$ cat config.mk
export PLATFORM = sky130hd
export DESIGN_NAME = baud_pair_serializer
export DESIGN_NICKNAME = d
export VERILOG_FILES = /design/src/rtl/bps_pkg.sv /design/src/rtl/bps_slot_counter.sv /design/src/rtl/bps_shadow.sv /design/src/rtl/bps_line_driver.sv /design/src/rtl/baud_pair_serializer.sv
export SDC_FILE = /design/constraint.sdc
export NUM_CORES = 1
export LEC_CHECK = 0
export CAP_MARGIN = 25
export CORE_MARGIN = 2
export CORE_UTILIZATION = 49
export DETAILED_ROUTE_END_ITERATION = 16
export PLACE_DENSITY = 0.76
export SYNTH_ARGS = -nofsm -noshare
export SYNTH_HDL_FRONTEND = slang
export SYNTH_SLANG_ARGS = --single-unit
$ cat constraint.sdc
create_clock -name clk -period 3.05 [get_ports clk]
set_input_delay 0.305 -clock clk [delete_from_list [all_inputs] [get_ports clk]]
set_output_delay 0.305 -clock clk [all_outputs]
set_load 0.05 [all_outputs]
$ cat src/rtl/bps_pkg.sv
package bps_pkg;
  localparam int SAMPLE_W = 16;
  localparam int GAP_W    = 8;
  localparam int TAIL_W   = 8;
  localparam int FRAME_SLOTS = 2 * SAMPLE_W + GAP_W + TAIL_W;
  localparam int SLOT_W   = $clog2(FRAME_SLOTS + 1);

  typedef logic [SLOT_W-1:0] slot_t;

  typedef struct packed {
    logic [SAMPLE_W-1:0] primary;
    logic [SAMPLE_W-1:0] interp;
  } sample_pair_t;

  localparam int B_FIRST = SAMPLE_W + GAP_W + 1;
  localparam int B_LAST  = 2 * SAMPLE_W + GAP_W;

  // Bit placed on the line for a given slot (slot 0 means idle).
  function automatic logic slot_bit(input slot_t slot, input sample_pair_t sp);
    int s;
    s = int'(slot);
    if (s >= 1 && s <= SAMPLE_W)
      slot_bit = sp.primary[SAMPLE_W - s];
    else if (s >= B_FIRST && s <= B_LAST)
      slot_bit = sp.interp[B_LAST - s];
    else
      slot_bit = 1'b0;
  endfunction

  function automatic slot_t slot_advance(input slot_t cur, input logic start);
    if (start)
      slot_advance = slot_t'(1);
    else if (cur == '0 || int'(cur) == FRAME_SLOTS)
      slot_advance = '0;
    else
      slot_advance = cur + slot_t'(1);
  endfunction
endpackage

$ cat src/rtl/bps_slot_counter.sv
module bps_slot_counter
  import bps_pkg::*;
(
  input  logic  clk,
  input  logic  rst_n,
  input  logic  start,
  output slot_t slot_q,
  output slot_t slot_nxt
);
  assign slot_nxt = slot_advance(slot_q, start);

  always_ff @(posedge clk) begin
    if (!rst_n) slot_q <= '0;
    else        slot_q <= slot_nxt;
  end


  restart_to_one_chk: assert property (@(posedge clk) disable iff (!rst_n)
    start |=> (slot_q == slot_t'(1)));


  slot_step_chk: assert property (@(posedge clk) disable iff (!rst_n)
    (!start && slot_q != '0 && int'(slot_q) != FRAME_SLOTS)
      |=> (slot_q == $past(slot_q) + slot_t'(1)));


  idle_hold_chk: assert property (@(posedge clk) disable iff (!rst_n)
    (!start && (slot_q == '0 || int'(slot_q) == FRAME_SLOTS)) |=> (slot_q == '0));
endmodule

$ cat src/rtl/bps_shadow.sv
module bps_shadow
  import bps_pkg::*;
(
  input  logic         clk,
  input  logic         rst_n,
  input  logic         load,
  input  sample_pair_t din,
  output sample_pair_t held,
  output sample_pair_t held_nxt
);
  assign held_nxt = load ? din : held;

  always_ff @(posedge clk) begin
    if (!rst_n) held <= '0;
    else        held <= held_nxt;
  end


  shadow_hold_chk: assert property (@(posedge clk) disable iff (!rst_n)
    !load |=> $stable(held));
endmodule

$ cat src/rtl/bps_line_driver.sv
module bps_line_driver
  import bps_pkg::*;
(
  input  logic         clk,
  input  logic         rst_n,
  input  slot_t        slot_nxt,
  input  sample_pair_t pair_nxt,
  output logic         dout
);
  logic bit_nxt;
  assign bit_nxt = slot_bit(slot_nxt, pair_nxt);

  always_ff @(posedge clk) begin
    if (!rst_n) dout <= 1'b0;
    else        dout <= bit_nxt;
  end
endmodule

$ cat src/rtl/baud_pair_serializer.sv
module baud_pair_serializer
  import bps_pkg::*;
(
  input  logic                clk,
  input  logic                rst_n,
  input  logic                frame_start,
  input  logic [SAMPLE_W-1:0] samp_primary,
  input  logic [SAMPLE_W-1:0] samp_interp,
  output logic                ser_dout
);
  slot_t        slot_q, slot_nxt;
  sample_pair_t pair_in, pair_held, pair_nxt;

  assign pair_in.primary = samp_primary;
  assign pair_in.interp  = samp_interp;

  // named event wires for the checks
  logic in_gap, in_tail, idle;
  assign in_gap  = (int'(slot_q) > SAMPLE_W) && (int'(slot_q) < B_FIRST);
  assign in_tail = int'(slot_q) > B_LAST;
  assign idle    = (slot_q == '0);

  bps_slot_counter u_cnt (
    .clk(clk), .rst_n(rst_n), .start(frame_start),
    .slot_q(slot_q), .slot_nxt(slot_nxt)
  );

  bps_shadow u_shadow (
    .clk(clk), .rst_n(rst_n), .load(frame_start),
    .din(pair_in), .held(pair_held), .held_nxt(pair_nxt)
  );

  bps_line_driver u_drv (
    .clk(clk), .rst_n(rst_n), .slot_nxt(slot_nxt),
    .pair_nxt(pair_nxt), .dout(ser_dout)
  );


  gap_low_chk: assert property (@(posedge clk) disable iff (!rst_n)
    in_gap |-> (ser_dout == 1'b0));


  tail_low_chk: assert property (@(posedge clk) disable iff (!rst_n)
    in_tail |-> (ser_dout == 1'b0));


  idle_low_chk: assert property (@(posedge clk) disable iff (!rst_n)
    idle |-> (ser_dout == 1'b0));


  primary_msb_chk: assert property (@(posedge clk) disable iff (!rst_n)
    (slot_q == slot_t'(1)) |-> (ser_dout == pair_held.primary[SAMPLE_W-1]));
endmodule

After elaboration in Yosys (flattened, before gate mapping)
Cells that the tools add are included.

cells by class
  add/sub/neg operators = 3
  order comparisons = 6
  eq/ne operators = 1
  muxes and demuxes = 11
  reductions and logical operators = 4

operators by type and width
  operator                                                            count
  < comparator 32 x 6 -> 1 bit (second input constant)                2
  two-way mux 32 bit                                                  1
  two-way mux 6 bit                                                   2
  binary-select mux 1 bit (select 4 bit)                              2
  subtractor 5 x 6 -> 7 bit (first input constant)                    1
  subtractor 6 x 6 -> 7 bit (first input constant)                    1
  adder 6 x 1 -> 6 bit (second input constant)                        1
  == test 6 x 5 -> 1 bit (second input constant)                      1
  greater-or-equal comparator 6 x 1 -> 1 bit (second input constant)  1
  greater-or-equal comparator 6 x 5 -> 1 bit (second input constant)  1
  <= comparator 6 x 5 -> 1 bit (second input constant)                1
  <= comparator 6 bit (second input constant)                         1
  logical NOT 6 bit                                                   1
  two-way mux 1 bit                                                   6
  logical AND 1 bit                                                   2
  logical OR 1 bit                                                    1

word-level totals
  register bits after elaboration = 39
  input port bits = 35

Longest topological paths before layout
  word-level depth = 10
  mapped depth = 15

Hierarchy
A second synthesis with hierarchy kept.

unflattened totals
  cell total of the unflattened synthesis = 178
  area total of the unflattened synthesis = 2153.3 um^2

by module, submodules not included
  module            times used  cells each  area each (um^2)  seq. area each (um^2)
  bps_shadow        1           103         1401.3            640.6
  bps_line_driver   1           38          425.4             20.0
  bps_slot_counter  1           37          326.6             120.1

Worst setup path after synthesis
No wires, ideal clock.

  kind = input-to-reg
  start = in frame_start
  end = reg u_drv.dout
  arrival = 3.182 ns
  required time = 2.922 ns
  setup slack = -0.261 ns
  stages on the path = 13
  path buffers = 5
  cell sequence = clkbuf_1 > clkbuf_1 > buf_2 > buf_2 > nor2_1 > ha_1 > buf_2 > inv_1 > mux4_2 > nor3_2 > a2111oi_4 > a32oi_1 > o221ai_2

between the ends
  cells in the longest elaborated chain, start to end = 7

ends and longest elaborated chain
  item                                                   line                       RTL
  from (decl)                                            baud_pair_serializer.sv:6  input logic frame_start,
  two-way mux 6 bit                                      bps_pkg.sv:31              if (start)
  subtractor 6 x 6 -> 7 bit                              bps_pkg.sv:25              slot_bit = sp.interp[B_LAST - s];
  binary-select mux 1 bit (select 4 bit)                 bps_pkg.sv:25
  two-way mux 1 bit (not written as such) (2 in series)  bps_pkg.sv:25
  two-way mux 1 bit                                      bps_pkg.sv:24              else if (s >= B_FIRST && s <= B_LAST)
  two-way mux 1 bit (*)                                  bps_pkg.sv:22              if (s >= 1 && s <= SAMPLE_W)
  to (signal assigned)                                   bps_line_driver.sv:15      else dout <= bit_nxt;
  to (decl)                                              bps_line_driver.sv:8       output logic dout

Every way passes the cells marked *; elsewhere a longest branch is shown, timed or not. The select of a mux whose other input is x is not followed.
A chain may end at the register's enable or synchronous reset.

Final worst setup path
  start = reg u_cnt.slot_q[1]
  end = reg u_drv.dout

between the ends
  cells in the longest elaborated chain, start to end = 10

ends and longest elaborated chain
  item                                                                          line                    RTL
  from (decl)                                                                   bps_slot_counter.sv:7   output slot_t slot_q,
  from (signal assigned)                                                        bps_slot_counter.sv:14  else slot_q <= slot_nxt;
  parallel branches: the longest is 2 deep, another holds adder 6 x 1 -> 6 bit  --
  two-way mux 6 bit (*)                                                         bps_pkg.sv:33           else if (cur == '0 || int'(cur) == FRAME_SLOTS)
  two-way mux 6 bit (*)                                                         bps_pkg.sv:31
  subtractor 6 x 6 -> 7 bit                                                     bps_pkg.sv:25
  binary-select mux 1 bit (select 4 bit)                                        bps_pkg.sv:25
  two-way mux 1 bit (not written as such) (2 in series)                         bps_pkg.sv:25
  two-way mux 1 bit                                                             bps_pkg.sv:24
  two-way mux 1 bit (*)                                                         bps_pkg.sv:22

Every way passes the cells marked *. The select of a mux whose other input is x is not followed.

==> flow_metrics.tcl <==
set metrics [dict create \
    startpoint_type "register" \
    syn_inst 253 \
    layout_common_cells "mux2i_1 (42), dfxtp_1 (37), clkdlybuf4s50_1 (34), nor2b_1 (33), nor2_1 (24)" \
    ir_drop_v 0.000258 \
    synth-seq-cells 39 \
    path_cells "inv_1, ha_2, or3b_4, nor2_4, nor2_2, nand2_2, ha_4, clkinvlp_4, mux4_2, nor3_4, a2111oi_4, a32oi_1, o221ai_2" \
    crit_family "simple AND/OR/NAND/NOR gates" \
    area.growth.synth_to_final_pct 24.1 \
    wirelength_mm 5.19 \
    clk_pin_slew_ns 0.08 \
    path_depth 13 \
    p_per_area_nw_per_um2 393 \
    dr.pass1.iters 4 \
    tns_ns 0 \
    combPwrFrac_pct 25.0 \
    track_usage_pct 19.8 \
    fmax_mhz 341 \
    r2r_start "u_cnt.slot_q[1]$_SDFF_PN0_" \
    critPathMaxStageDelay_ns 0.54 \
    drt-vias-per-instance 5.50 \
    layout_commonest_cell "mux2i_1" \
    ys_seq_area_share_pct 32.0 \
    ys_warn_count 0 \
    setup_viol 0 \
    rows 25 \
    tightest_slew_ns 0.644 \
    required_ns 3.23 \
    internal_power_mw 0.855 \
    postCtsHoldBufs 0 \
    drt_drc_violations_left 0 \
    p_sw_mw 0.335 \
    start_util_pct 51.3 \
    hold_viol 0 \
    drv_cap 0 \
    cts_num_sinks 39 \
    die_h_microns 74.5 \
    slowest_stage "mux4_2" \
    clkLatencyLatePin_ns 0.29 \
    wl_per_cell_microns 14.3 \
    crit_arrival_ns 3.10 \
    syn_area_per_cell_sq_um 9.64 \
    rrSetupSlack_ns 0.12 \
    cts_max_path_buffers 2 \
    vias 1991 \
    r2r_cells 13 \
    period_share_pct 96.0 \
    port_buffers 35 \
    drive_above_1_share_pct 17.6 \
    crit_end "u_drv.dout$_SDFF_PN0_" \
    crit_path_end_kind "register" \
    drt_iter0_drc 183 \
    fillers 418 \
    cts_tree "done" \
    pre_cts_ws_ns 0.0901 \
    overflow 0 \
    p_clk_share_pct 28.7 \
    drtAntennaViolNets 0 \
    die_area_sq_um 5560 \
    antenna_cells_inserted 0 \
    grt_pass1_wl_mm 8.40 \
    fin_skew_ns 0.00745 \
    grt_pass1_vias 1776 \
    cts_made_buffers 5 \
    power_frac_seq_pct 46.3 \
    cts-root-buf "clkbuf_8" \
    power.leakage_nw 1.17 \
    die_width_microns 74.5 \
    slew_viol_final 0 \
    globalplace.congestion 1.06 \
    antenna_found_initial 0 \
    synthFlopType "dfxtp_1" \
    cp-startpoint "u_cnt.slot_q[1]$_SDFF_PN0_" \
    syn_nets 292 \
    cp_max_fo 5 \
    synth_edf_count 0 \
    setup_slack_ns 0.121 \
    hold_class "input port to register" \
    core_area_sq_um 4750 \
    yosys.cell_types.count 55 \
    async_flop_share_pct 0 \
    synthesis.area_sq_um 2440 \
    status "finished, final reports clean" \
    p_total_mw 1.19 \
    io-pin-count 36 \
    rr_endpoint "u_drv.dout$_SDFF_PN0_" \
    swShare_pct 28.2 \
    dp_hpwl_mm 3.82 \
    grt_max_degree 49 \
    htreeDepth 2 \
    layout.nets 333 \
    slew_headroom_pct 57.1 \
    cp.buffers_inverters 2 \
    period_minus_slack_ns 2.93 \
    critical_path_class "register to register" \
]
[layout make-up]
cell class              instances  area (sq um)  area share (%)
multi-input cells             192          1590            52.6
flip-flops and latches         39           786            26.0
repair buffers                 50           458            15.1
well taps                      67          83.8            2.77
clock buffers                   7          76.3            2.52
inverters                       6          26.3           0.868
clock inverters                 1          5.00           0.165
[how the worst min path moves through the flow]
stage	depth (start not counted)	end	start	slack, ns
floorplan	1	u_shadow.held[0]$_SDFF_PN0_	rst_n	0.43
global placement	2	u_shadow.held[1]$_SDFF_PN0_	u_shadow.held[1]$_SDFF_PN0_	0.49
detailed placement	2	u_shadow.held[17]$_SDFF_PN0_	u_shadow.held[17]$_SDFF_PN0_	0.50
CTS	3	u_shadow.held[7]$_SDFF_PN0_	frame_start	0.48
global route	3	u_shadow.held[6]$_SDFF_PN0_	frame_start	0.50
finish	3	u_shadow.held[7]$_SDFF_PN0_	frame_start	0.50
[cell usage after synthesis, drive strengths merged, types with 2 or more instances]
cell type	n	area, sq um
buf	9	52.6
a211oi	3	22.5
a32oi	3	26.3
ha	4	50.1
o21ai	5	25.0
o21a	2	15.0
nand3	6	35.0
or3b	2	17.5
o22ai	3	25.0
nor2	26	100
nand2b	3	18.8
mux2i	43	443
nor2b	33	206
o221ai	2	23.8
a31oi	2	12.5
mux4	4	90.1
a21oi	6	45.1
dfxtp	39	781
clkbuf	7	26.3
nor3b	2	31.3
inv	5	18.8
xor2	4	50.1
xnor2	7	83.8
nor3	6	40.0
nand2	9	33.8
a22oi	2	15.0
[layer usage]
metal,up-vias,track usage (%),wire length (microns)
met5,-,0,0
met4,0,3.97,38
met3,6,4.88,254
met2,57,31.0,2390
met1,941,28.1,2500
li1,987,-,-
[power groups by stage]
| stage | Clock [mW] | Sequential (mW) | Combinational, mW |
|---|---|---|---|
| floorplan | 0 | 0.568 | 0.186 |
| global placement | 0 | 0.563 | 0.283 |
| detailed placement | 0 | 0.563 | 0.287 |
| CTS | 0.349 | 0.552 | 0.289 |
| global route | 0.377 | 0.553 | 0.324 |
| finish | 0.341 | 0.551 | 0.298 |
[per-stage QoR]
stage	area, sq um	std cells	utilization [%]	hold slack [ns]
floorplan	2460	253	-	0.433
global route	3030	362	63.6	0.504
finish	3030	362	63.6	0.504
CTS	2990	361	62.8	0.482
global placement	2910	353	61.1	0.492
detailed placement	2910	353	61.1	0.503
[worst min-delay path, stage by stage]
cell and delay (ns):
buf_2 0.21, mux2i_1 0.18, nor2b_1 0.05
[what timing repair did]
action / 4_1_cts / 5_1_grt
gates resized for setup: 0 / 9
endpoints found under the setup margin: 0 / 1
setup buffers: 0 / 1
[kinds of logic (layout without fill, tap and decap cells)]
group	Yosys count	count (layout)	synth area share (%)
flip-flops	39	39	32.0
AO/OA/AOI/OAI	38	38	12.9
buffers and inverters	22	64	4.16
multiplexers	48	48	22.3
adder cells (fa/ha/maj)	4	4	2.05
XOR/XNOR	11	11	5.49
AND/OR/NAND/NOR	91	91	21.0
[registers in the layout (all words and copies together) (netlist names)]
name,flops
u_shadow.held,32
u_drv.dout,1
u_cnt.slot_q,6
Power figures use the tool's default switching activity.
